File: src/rtl/irqc_pkg.sv
package irqc_pkg;
   localparam int IDX_W  = 10;
   localparam int ADDR_W = 13;
   localparam logic [IDX_W-1:0] SPURIOUS_ID = 10'd1023;

   // global window
   localparam logic [ADDR_W-1:0] OFF_GCTRL   = 13'h000;
   localparam logic [ADDR_W-1:0] OFF_EN_SET  = 13'h030;
   localparam logic [ADDR_W-1:0] OFF_EN_CLR  = 13'h034;
   localparam logic [ADDR_W-1:0] OFF_SRC_BASE = 13'h100;
   // processor window
   localparam logic [ADDR_W-1:0] OFF_DBELL   = 13'h008;
   localparam logic [ADDR_W-1:0] OFF_THRESH  = 13'h040;
   localparam logic [ADDR_W-1:0] OFF_ACK     = 13'h044;
   localparam logic [ADDR_W-1:0] OFF_MSK_SET = 13'h048;
   localparam logic [ADDR_W-1:0] OFF_MSK_CLR = 13'h04C;

   localparam int PRIO_LSB   = 24;
   localparam int SRC_EN_BIT = 28;
   localparam int THR_LSB    = 28;

   typedef enum logic {WIN_GLOBAL = 1'b0, WIN_CPU = 1'b1} win_e;
endpackage

File: src/rtl/irqc_src_regs.sv
module irqc_src_regs
   import irqc_pkg::*;
#(
   parameter int NUM_SRC = 32,
   parameter int PRIO_W  = 4
) (
   input  logic                             clk,
   input  logic                             rst_n,
   input  logic                             en_set,
   input  logic                             en_clr,
   input  logic                             msk_set,
   input  logic                             msk_clr,
   input  logic [IDX_W-1:0]                 op_idx,
   input  logic                             cfg_we,
   input  logic [IDX_W-1:0]                 cfg_idx,
   input  logic [PRIO_W-1:0]                cfg_prio,
   input  logic                             cfg_en,
   output logic [NUM_SRC-1:0]               en_q,
   output logic [NUM_SRC-1:0]               msk_q,
   output logic [NUM_SRC-1:0][PRIO_W-1:0]   prio_q
);
   for (genvar g = 0; g < NUM_SRC; g++) begin : g_src
      localparam logic [IDX_W-1:0] MY_ID = IDX_W'(g);
      logic hit_op, hit_cfg;
      assign hit_op  = (op_idx == MY_ID);
      assign hit_cfg = cfg_we && (cfg_idx == MY_ID);

      always_ff @(posedge clk) begin
         if (!rst_n) begin
            en_q[g]   <= 1'b0;
            msk_q[g]  <= 1'b1;
            prio_q[g] <= '0;
         end else begin
            if (hit_cfg) begin
               en_q[g]   <= cfg_en;
               prio_q[g] <= cfg_prio;
            end else if (hit_op && en_set) begin
               en_q[g] <= 1'b1;
            end else if (hit_op && en_clr) begin
               en_q[g] <= 1'b0;
            end
            if (hit_op && msk_set)      msk_q[g] <= 1'b1;
            else if (hit_op && msk_clr) msk_q[g] <= 1'b0;
         end
      end
   end
endmodule

File: src/rtl/irqc_arbiter.sv
module irqc_arbiter
   import irqc_pkg::*;
#(
   parameter int NUM_SRC = 32,
   parameter int PRIO_W  = 4
) (
   input  logic [NUM_SRC-1:0]             irq_src,
   input  logic [NUM_SRC-1:0]             en_q,
   input  logic [NUM_SRC-1:0]             msk_q,
   input  logic [NUM_SRC-1:0][PRIO_W-1:0] prio_q,
   input  logic [PRIO_W-1:0]              thresh,
   input  logic                           prio_mode,
   output logic                           any_elig,
   output logic [IDX_W-1:0]               win_id
);
   logic [NUM_SRC-1:0] elig;

   for (genvar g = 0; g < NUM_SRC; g++) begin : g_elig
      assign elig[g] = irq_src[g] && en_q[g] && !msk_q[g] && (prio_q[g] > thresh);
   end

   assign any_elig = |elig;

   // Scan from the top down so the lowest index survives any tie.
   always_comb begin
      logic              found;
      logic [PRIO_W-1:0] best_p;
      found  = 1'b0;
      best_p = '0;
      win_id = SPURIOUS_ID;
      for (int i = NUM_SRC - 1; i >= 0; i--) begin
         if (elig[i] && (!found || !prio_mode || (prio_q[i] >= best_p))) begin
            found  = 1'b1;
            best_p = prio_q[i];
            win_id = IDX_W'(i);
         end
      end
   end
endmodule

File: src/rtl/prio_irq_ctrl.sv
module prio_irq_ctrl
   import irqc_pkg::*;
#(
   parameter int NUM_SRC = 32,
   parameter int PRIO_W  = 4
) (
   input  logic               clk,
   input  logic               rst_n,
   input  logic               bus_win,
   input  logic               bus_wr,
   input  logic               bus_rd,
   input  logic [12:0]        bus_addr,
   input  logic [31:0]        bus_wdata,
   output logic [31:0]        bus_rdata,
   input  logic [NUM_SRC-1:0] irq_src,
   output logic               cpu_irq
);
   localparam logic [31:0] SRC_LIMIT = 32'(NUM_SRC);

   if (NUM_SRC < 1 || NUM_SRC > 1023) begin : g_bad_num
      $error("prio_irq_ctrl: NUM_SRC must lie in 1..1023");
   end
   if (PRIO_W < 1 || PRIO_W > 4) begin : g_bad_prio
      $error("prio_irq_ctrl: PRIO_W must lie in 1..4");
   end

   logic                           prio_mode_q;
   logic [PRIO_W-1:0]              thresh_q;
   logic [NUM_SRC-1:0]             en_q, msk_q;
   logic [NUM_SRC-1:0][PRIO_W-1:0] prio_q;
   logic                           any_elig;
   logic [IDX_W-1:0]               win_id;

   // address decode
   logic        is_glob, is_cpu, idx_ok, src_hit;
   logic [12:0] src_off;
   logic [10:0] src_n;
   logic [IDX_W-1:0] op_idx, cfg_idx;

   assign is_glob = (win_e'(bus_win) == WIN_GLOBAL);
   assign is_cpu  = (win_e'(bus_win) == WIN_CPU);
   assign idx_ok  = (bus_wdata < SRC_LIMIT);
   assign op_idx  = bus_wdata[IDX_W-1:0];
   assign src_off = bus_addr - OFF_SRC_BASE;
   assign src_n   = src_off[12:2];
   assign src_hit = is_glob && (bus_addr >= OFF_SRC_BASE) && (bus_addr[1:0] == 2'b00)
                    && (src_n < 11'(NUM_SRC));
   assign cfg_idx = src_n[IDX_W-1:0];

   logic en_set, en_clr, msk_set, msk_clr, cfg_we;
   assign en_set  = bus_wr && is_glob && (bus_addr == OFF_EN_SET)  && idx_ok;
   assign en_clr  = bus_wr && is_glob && (bus_addr == OFF_EN_CLR)  && idx_ok;
   assign msk_set = bus_wr && is_cpu  && (bus_addr == OFF_MSK_SET) && idx_ok;
   assign msk_clr = bus_wr && is_cpu  && (bus_addr == OFF_MSK_CLR) && idx_ok;
   assign cfg_we  = bus_wr && src_hit;

   irqc_src_regs #(.NUM_SRC(NUM_SRC), .PRIO_W(PRIO_W)) u_regs (
      .clk      (clk),
      .rst_n    (rst_n),
      .en_set   (en_set),
      .en_clr   (en_clr),
      .msk_set  (msk_set),
      .msk_clr  (msk_clr),
      .op_idx   (op_idx),
      .cfg_we   (cfg_we),
      .cfg_idx  (cfg_idx),
      .cfg_prio (bus_wdata[PRIO_LSB +: PRIO_W]),
      .cfg_en   (bus_wdata[SRC_EN_BIT]),
      .en_q     (en_q),
      .msk_q    (msk_q),
      .prio_q   (prio_q)
   );

   irqc_arbiter #(.NUM_SRC(NUM_SRC), .PRIO_W(PRIO_W)) u_arb (
      .irq_src   (irq_src),
      .en_q      (en_q),
      .msk_q     (msk_q),
      .prio_q    (prio_q),
      .thresh    (thresh_q),
      .prio_mode (prio_mode_q),
      .any_elig  (any_elig),
      .win_id    (win_id)
   );

   assign cpu_irq = any_elig;

   // global control and threshold
   always_ff @(posedge clk) begin
      if (!rst_n) begin
         prio_mode_q <= 1'b0;
         thresh_q    <= '0;
      end else if (bus_wr) begin
         if (is_glob && bus_addr == OFF_GCTRL) prio_mode_q <= bus_wdata[0];
         if (is_cpu && bus_addr == OFF_THRESH) thresh_q <= bus_wdata[THR_LSB +: PRIO_W];
      end
   end

   // read mux
   logic [31:0] rd_mux;
   always_comb begin
      rd_mux = '0;
      if (is_glob) begin
         if (bus_addr == OFF_GCTRL) begin
            rd_mux[11:2] = IDX_W'(NUM_SRC);
            rd_mux[0]    = prio_mode_q;
         end else if (src_hit) begin
            rd_mux[SRC_EN_BIT]          = en_q[cfg_idx];
            rd_mux[PRIO_LSB +: PRIO_W]  = prio_q[cfg_idx];
         end
      end else begin
         if (bus_addr == OFF_THRESH) rd_mux[THR_LSB +: PRIO_W] = thresh_q;
         else if (bus_addr == OFF_ACK) rd_mux[IDX_W-1:0] = win_id;
      end
   end

   always_ff @(posedge clk) begin
      if (!rst_n)      bus_rdata <= '0;
      else if (bus_rd) bus_rdata <= rd_mux;
   end
endmodule

File: config.mk
export PLATFORM = sky130hd
export DESIGN_NAME = prio_irq_ctrl
export DESIGN_NICKNAME = d
export VERILOG_FILES = /design/src/rtl/irqc_pkg.sv /design/src/rtl/irqc_src_regs.sv /design/src/rtl/irqc_arbiter.sv /design/src/rtl/prio_irq_ctrl.sv
export SDC_FILE = /design/constraint.sdc
export NUM_CORES = 1
export LEC_CHECK = 0
export ABC_AREA = 1
export BUFFER_PORTS_ARGS = -buffer_cell sky130_fd_sc_hd__buf_2
export CAP_MARGIN = 25
export CORE_UTILIZATION = 40
export CTS_CLUSTER_SIZE = 30
export DETAILED_ROUTE_END_ITERATION = 8
export PLACE_DENSITY = 0.63
export SYNTH_ARGS = -nofsm -noshare
export SYNTH_HDL_FRONTEND = slang
export SYNTH_SLANG_ARGS = --single-unit
File: constraint.sdc
create_clock -name clk -period 51.6 [get_ports clk]
set_input_delay 2.58 -clock clk [delete_from_list [all_inputs] [get_ports clk]]
set_output_delay 2.58 -clock clk [all_outputs]
set_load 0.01 [all_outputs]
# Word level (Yosys, flattened, before mapping)

Index checks and enable logic that the tools add are counted.

Register bits after elaboration: 217
Input bits: 82
Output and inout port bits: 33
Logic and storage cells: 944

$add $sub $neg: 1
Magnitude comparators: 67
Equality and inequality tests: 68
Mux-type cells: 207
Bitwise gates (word level): 2
Reduce and logical (&&, ||, !) cells: 500

Operators by type and width:

| kind                                                                           | number |
|---|---|
| 10-bit two-way mux                                                             | 34 |
| 10-bit by 5-bit == test with 1-bit output (second input constant)              | 32 |
| 1-bit logical AND                                                              | 303 |
| 10-bit by 4-bit == test with 1-bit output (second input constant)              | 16 |
| 4-bit two-way mux                                                              | 34 |
| 1-bit two-way mux                                                              | 132 |
| 4-bit > comparator                                                             | 32 |
| 4-bit >= comparator                                                            | 31 |
| 3-bit nonzero test                                                             | 32 |
| 10-bit by 3-bit == test with 1-bit output (second input constant)              | 8 |
| 1-bit logical NOT                                                              | 64 |
| 2-bit OR reduction                                                             | 32 |
| 1-bit logical OR                                                               | 62 |
| 13-bit by 7-bit == test with 1-bit output (second input constant)              | 4 |
| 10-bit by 2-bit == test with 1-bit output (second input constant)              | 4 |
| 32-bit by 6-bit less-than comparator with 1-bit output (second input constant) | 1 |
| 32-bit OR reduction                                                            | 1 |
| 13-bit by 6-bit == test with 1-bit output (second input constant)              | 2 |
| 4-bit binary-select mux with 5-bit select                                      | 1 |
| 10-bit by 1-bit == test with 1-bit output (second input constant)              | 2 |
| 10-bit logical NOT                                                             | 2 |
| 13-bit by 9-bit >= comparator with 1-bit output (second input constant)        | 1 |
| 13-bit logical NOT                                                             | 1 |
| 13-bit by 9-bit subtractor with 13-bit output (second input constant)          | 1 |
| other kinds (10)                                                               | 13 |

# Logic depth before layout (Yosys ltp)

Gate-level depths: netlist of the first run.

Depth after elaboration: 162
Gate-level depth with buffers: 356
Mapped depth without buffers: 347

# Modules after synthesis

From an unflattened synthesis of the first run, not the netlist that was laid out.

Cells, all modules: 3193
Area, all modules: 19880.3 um2

Modules (own cells, without submodules):

| module        | times used | cells each | area each (um2) | seq. area each (um2) |
|---|---|---|---|---|
| irqc_arbiter  | 1          | 1377       | 8592.0          | 0.0 |
| irqc_src_regs | 1          | 1135       | 8011.4          | 3843.7 |
| prio_irq_ctrl | 1          | 681        | 3276.9          | 460.4 |

# Least setup slack after synthesis of the first run

OpenSTA, ideal clock, no wires.

Path type: input-to-output
Start point: input port irq_src[31]
End point: output port cpu_irq
Arrival time: 36.211 ns
Required time: 49.020 ns
Slack: 12.809 ns
Stages: 318
Buffers on the path: 9
Cell sequence: nand2_1 -> nor2_2 -> o21ai_1 -> a21oi_2 -> inv_1 -> nor2_1 -> ha_1 -> nand2_1 -> nor2_1 -> nand3b_1 -> o21ai_4 -> nand2_1 -> o21ai_0 -> ha_1 -> o21ai_1 -> nand2_1 -> o21ai_0 -> clkinv_1 -> (+282 left out) -> o21ai_2 -> ha_1 -> a21boi_0 -> o21ai_0 -> nand2_1 -> a211oi_1 -> nand2_1 -> nand2_1 -> buf_4 -> nand2_1 -> o21ai_1 -> ha_1 -> a21boi_0 -> o21ai_0 -> nand2_1 -> a211oi_1 -> a21oi_2 -> or2_1

RTL lines:

| item               | RTL line            | text |
|---|---|---|
| start: declaration | prio_irq_ctrl.sv:15 | `input logic [NUM_SRC-1:0] irq_src,` |
| end: declaration   | prio_irq_ctrl.sv:16 | `output logic cpu_irq` |

==> qor.yml, run 1 <==
end_kind: "output port"
clock_tree.htree_level_count: 1
worst-path-max-fanout: 13
area_leader_netlist: "sky130_fd_sc_hd__dfxtp_1"
fin_worst_skew_ns: 0.01982
grt.overflow.total: 0
clock_tree_from_tritoncts: "done"
placement_rows: 76
fin_hold_ws_ns: 0.4644
clk_pin_slew_ns: 0.06
leakagePower_nw: 8.196
setup_tns_ns: 0
critPathLaunchType: "input port"
place.detailed.hpwl_microns: 47080
numClockSinks: 212
number_of_pins_with_negative_max_slew_slack_in_the_final_report: 0
cts-root-to-sink-buffers: 3
netlist_top_cells_area: "sky130_fd_sc_hd__dfxtp_1, sky130_fd_sc_hd__ha_1, sky130_fd_sc_hd__o21ai_0"
timing.critical_path.max_delay_family: "simple AND/OR/NAND/NOR gates"
global_route.usage.total: 0.2816
synth-warning-count: 0
detailroute.via_count: 18736
crit_buf_inv: 33
route.detailed.drc: 0
cts.repair.resized: 0
drt-initial-drc-count: 1462
cts.repair_timing.setup_buffer_count: 0
finalSetupViolCount: 0
criticalPathCategory: "input port to output port"
clockRootBuffer: "sky130_fd_sc_hd__clkbuf_16"
synthDominantCellAreaShare: 0.2421
pin_count_of_the_biggest_net_entering_global_routing: 86
io-pin-count: 115
crit_required_ns: 49.02
hold_viol_final: 0
avgRoutedWirePerCell_microns: 19.47
critical_path_arrival_ns: 42.05
status: "finished, final reports clean"
area_growth_from_synthesis_to_final_layout_pct: 11.01
critPathMostFrequentCell: "sky130_fd_sc_hd__nand2_1"
worst_slew_pin_slew_ns: 1.258
maxClockFrequency_mhz: 22.41
first_global_vias: 17492
fin_crit_sh: 0.8649
max_capacitance_violation_count: 0
synth_seq_cells: 212
clock_latency_ns: 0.52
slew_headroom: 0.1550
postRouteAntennaNets: 0
firstDrtPassIters: 5
cp_slowest_stage_delay_ns: 0.33
layout.nets: 2953
port_buffers: 100
layout_cells_sized_above_1: 0.1195
fp.coreArea_sq_mm: 0.04317
power_density_mw_per_mm2: 17.89
vdd.ir_drop.worst_uv: 17.28
sequential_fraction_of_the_synthesis_area: 0.2421
design.die.area_sq_mm: 0.04466
viasPerCell: 5.770
grt_first_pass_wirelength_microns: 98990
ctsHoldBuffers: 0
antenna_found_initial: 2
netlist_area_sq_mm: 0.01753
routed_wl_microns: 63220
critPathSlowestCell: "sky130_fd_sc_hd__nand2_1"
globalplace.congestion: 0.9459
yosys.cell_types.count: 49
final_common_cell: "sky130_fd_sc_hd__nand2_1"
period_needed_ns: 44.63
total_power_after_layout_mw: 0.3481
layout_common_cells: "sky130_fd_sc_hd__nand2_1, sky130_fd_sc_hd__o21ai_0, sky130_fd_sc_hd__inv_1"
netlist_instances: 2551
class_of_the_most_critical_hold_timing_path: "flip-flop to flip-flop"
die_width_microns: 211.3
syn_area_per_cell_sq_um: 6.872
numCtsBuffers: 23
die_h_microns: 211.3
rsz0062_at_grt: "no"
start_util: 0.4060
## state kept, by name, summed over array words and instances (netlist names)
register / cells
u_regs.prio_q: 128
u_regs.en_q: 32
u_regs.msk_q: 32
bus_rdata: 15
thresh_q: 4
prio_mode_q: 1
## through the flow
| step | util | area, sq um | worst slack, ns | cells |
|---|---|---|---|---|
| 2_1_floorplan | - | 17580 | 12.81 | 2564 |
| 3_3_place_gp | 0.4328 | 18680 | 8.564 | 3197 |
| 3_5_place_dp | 0.4330 | 18690 | 7.359 | 3199 |
| 4_1_cts | 0.4491 | 19390 | 7.227 | 3239 |
| 5_1_grt | 0.4508 | 19460 | 1.815 | 3247 |
| 6_report | 0.4508 | 19460 | 6.969 | 3247 |
## power by group
| part | total (mW) | switching (mW) | internal, mW |
|---|---|---|---|
| combinational | 0.0280 | 0.0210 | 0.00693 |
| sequential | 0.164 | 0.0000470 | 0.164 |
| clock | 0.156 | 0.0710 | 0.0853 |
## Yosys cell counts, drive strengths merged
cell type and number:
dlygate4sd1 1, nand2b 1, nand2 472, o21ai 335, a2111oi 28, a21boi 3, a32oi 1, a31oi 2
or2 10, a221oi 24, a41oi 3, o21bai 15, nand3 104, inv 306, nor2 271, conb 1
xnor2 2, clkbuf 66, o22ai 80, clkinv 6, nor4 39, nor3 37, a211oi 118, dfxtp 212
a21oi 88, ha 226, nand4 20, nand3b 1, or3 1, buf 40, o211ai 38
## layer usage
layer | global-route usage | wire length (microns) | vias to the layer above
li1 | - | - | 9089
met1 | 0.3884 | 28500 | 8777
met2 | 0.4577 | 28230 | 726
met5 | 0 | 0 | -
met3 | 0.03086 | 4406 | 144
met4 | 0.08871 | 2076 | 0
## tightest hold or removal path, cell delays in order (launching register included)
cell and delay [ns]:
sky130_fd_sc_hd__dfxtp_1 0.31, sky130_fd_sc_hd__nand2_1 0.06, sky130_fd_sc_hd__a21oi_1 0.05
## path summary, 6_finish.rpt
path	from	to	slack (ns)	depth (start not counted)
max	irq_src[31]	cpu_irq	6.97	313
min	bus_rdata[30]	bus_rdata[30]	0.46	2
max reg2reg	thresh_q[0]	bus_rdata[9]	10.82	313
min reg2reg	bus_rdata[30]	bus_rdata[30]	0.46	2
## cell families (layout without fill, tap and decap cells)
family | Yosys count | after routing | share of synthesized area
other | 1 | 16 | 0.0002139
XOR/XNOR | 2 | 2 | 0.0009995
AND/OR/NAND/NOR | 956 | 956 | 0.2420
AO/OA/AOI/OAI | 735 | 735 | 0.2553
buffers and inverters | 419 | 515 | 0.09807
adder cells (fa/ha/maj) | 226 | 226 | 0.1613
flip-flops | 212 | 212 | 0.2421
## final cells by class
| cell class | instances | area (sq um) |
|---|---|---|
| Antenna cell | 2 | 5.005 |
| Clock buffer | 30 | 621.8 |
| Clock inverter | 10 | 73.82 |
| Fill cell | 4527 | 23710 |
| Inverter | 312 | 1176 |
| Multi-Input combinational cell | 1933 | 11620 |
| Sequential cell | 212 | 4245 |
| Tap cell | 585 | 732.0 |
| Timing Repair Buffer | 163 | 989.7 |
(Power assumes the default switching activity.)
==> inputs of run 2 (changes only) <==
--- a/config.mk
+++ b/config.mk
@@ -8,10 +8,10 @@
 export ABC_AREA = 1
 export BUFFER_PORTS_ARGS = -buffer_cell sky130_fd_sc_hd__buf_2
 export CAP_MARGIN = 25
-export CORE_UTILIZATION = 40
+export CORE_UTILIZATION = 55
 export CTS_CLUSTER_SIZE = 30
 export DETAILED_ROUTE_END_ITERATION = 8
-export PLACE_DENSITY = 0.63
+export PLACE_DENSITY = 0.79
 export SYNTH_ARGS = -nofsm -noshare
 export SYNTH_HDL_FRONTEND = slang
 export SYNTH_SLANG_ARGS = --single-unit
==> qor.yml, run 2 (same netlist as run 1, synthesis figures left out) <==
cellInternalPower_mw: 0.2701
route.detailed.drc: 0
class_of_the_most_critical_hold_timing_path: "flip-flop to flip-flop"
cp_slowest_stage_delay_ns: 0.30
avgRoutedWirePerCell_microns: 19.45
clock_tree.htree_level_count: 1
fin_worst_skew_ns: 0.009295
leakagePower_nw: 8.154
finalSetupViolCount: 0
clock_tree_from_tritoncts: "done"
detailroute.via_count: 18861
critical_path.reg2reg.endpoint: "bus_rdata[9]"
hold_viol_final: 0
antenna_found_initial: 2
worst-path-max-fanout: 13
number_of_pins_with_negative_max_slew_slack_in_the_final_report: 0
drt-initial-drc-count: 1940
start_util: 0.5569
worstSetupStartpoint: "irq_src[31]"
largest_registers: "u_regs.prio_q (128), u_regs.en_q (32), u_regs.msk_q (32)"
layout_cells_sized_above_1: 0.1170
place.detailed.hpwl_microns: 44080
finalCoreUtilization: 0.6111
cts-root-to-sink-buffers: 3
fp.coreArea_sq_mm: 0.03147
critPathLaunchType: "input port"
switching_share: 0.2510
slew_headroom: 0.2732
end_kind: "output port"
power_density_mw_per_mm2: 18.76
grt_first_pass_wirelength_microns: 94250
first_global_vias: 17735
area_growth_from_synthesis_to_final_layout_pct: 9.715
criticalPathCategory: "input port to output port"
layout.nets: 2941
pin_count_of_the_biggest_net_entering_global_routing: 77
cts.repair_timing.setup_buffer_count: 0
design.die.area_sq_mm: 0.03259
worst_setup_path_endpoint: "cpu_irq"
ctsHoldBuffers: 0
port_buffers: 100
regToRegSetupSlack_ns: 10.94
setup_tns_ns: 0
critical_path_arrival_ns: 41.71
globalplace.congestion: 0.9590
postRouteAntennaNets: 0
top_register: "u_regs.prio_q"
clk_pin_slew_ns: 0.06
critPathMostFrequentCell: "sky130_fd_sc_hd__nand2_1"
crit_required_ns: 49.02
critical_path.reg2reg.startpoint: "thresh_q[2]"
max_capacitance_violation_count: 0
die_width_microns: 180.5
vdd.ir_drop.worst_uv: 23.75
final_common_cell: "sky130_fd_sc_hd__nand2_1"
global_route.usage.total: 0.3583
numClockSinks: 212
numCtsBuffers: 22
clock_network_fraction_of_design_power: 0.470
layout_common_cells: "sky130_fd_sc_hd__nand2_1, sky130_fd_sc_hd__o21ai_0, sky130_fd_sc_hd__inv_1"
fin_crit_sh: 0.8583
r2r.worst_path.cells: 312
rsz0062_at_grt: "no"
cts.repair.resized: 0
pwr-share-comb: 0.076
worst_slew_pin_slew_ns: 1.086
io-pin-count: 115
status: "finished, final reports clean"
grt.overflow.total: 0
critPathSlowestCell: "sky130_fd_sc_hd__ha_1"
maxClockFrequency_mhz: 22.58
clock_latency_ns: 0.52
period_needed_ns: 44.29
die_h_microns: 180.5
viasPerCell: 6.178
placement_rows: 65
clockRootBuffer: "sky130_fd_sc_hd__clkbuf_16"
routed_wl_microns: 59390
power_switching_mw: 0.09056
number_of_flip_flops_in_the_largest_register: 128
seq_power_share: 0.454
firstDrtPassIters: 6
-- run 2: cell count changes in the layout (fill, tap and decap cells not counted), sizes merged --
cell | previous run | this run
dlymetal6s2s | 5 | 2
buf | 157 | 148
clkinv | 8 | 12
clkinvlp | 8 | 3
clkbuf | 31 | 29
clkdlybuf4s18 | 0 | 1
bufinv | 0 | 3
-- run 2: final cells by class --
| type | instances | area [sq um] |
|---|---|---|
| Multi-Input combinational cell | 1933 | 11610 |
| Fill cell | 2884 | 12240 |
| Timing Repair Buffer | 152 | 928.4 |
| Tap cell | 402 | 503.0 |
| Clock buffer | 28 | 614.3 |
| Inverter | 312 | 1176 |
| Antenna cell | 2 | 5.005 |
| Clock inverter | 12 | 146.4 |
| Sequential cell | 212 | 4244 |
-- run 2: metal layers --
| metal | up-vias | part of all wire | track usage |
|---|---|---|---|
| met5 | - | 0 | 0 |
| met4 | 0 | 0.051 | 0.1768 |
| met3 | 203 | 0.10 | 0.07579 |
| met2 | 1001 | 0.43 | 0.5679 |
| met1 | 8598 | 0.41 | 0.4609 |
| li1 | 9059 | - | - |
-- run 2: worst min path at each step --
stage / cells after the start / endpoint / from
final: 2 / bus_rdata[4] / bus_rdata[4]
after global placement: 2 / bus_rdata[31] / bus_rdata[31]
after global routing: 2 / bus_rdata[31] / bus_rdata[31]
after CTS: 2 / bus_rdata[30] / bus_rdata[30]
after detailed placement: 2 / bus_rdata[26] / bus_rdata[26]
after floorplan: 2 / bus_rdata[31] / thresh_q[3]
-- run 2: power by group through the flow --
| stage | sequential (mW) | clock [mW] | combinational [mW] |
|---|---|---|---|
| global route | 0.164 | 0.175 | 0.0286 |
| finish | 0.164 | 0.170 | 0.0274 |
| detailed placement | 0.167 | 0 | 0.0259 |
| floorplan | 0.167 | 0 | 0.0148 |
| CTS | 0.164 | 0.168 | 0.0261 |
| global placement | 0.167 | 0 | 0.0252 |
-- run 2: through the flow --
step           area (sq um)  total power, mW  hold slack (ns)  setup WS, ns  cells
6_report              19230           0.3607           0.4652         7.311   3053
5_1_grt               19230           0.3677           0.4971         1.821   3053
4_1_cts               19190           0.3580           0.4685         7.664   3048
3_5_place_dp          18430           0.1933           0.4576         7.770   3008
3_3_place_gp          18350           0.1926           0.4517         9.432   3001
2_1_floorplan         17580           0.1823           0.4490         12.81   2564
-- run 2: critical path: cells and delay by family --
| kind | cells | cell delay [ns] |
|---|---|---|
| buf+inv | 31 | 2.00 |
| compound gates | 96 | 14.21 |
| fa+ha+maj | 31 | 8.72 |
| simple gates | 153 | 14.10 |
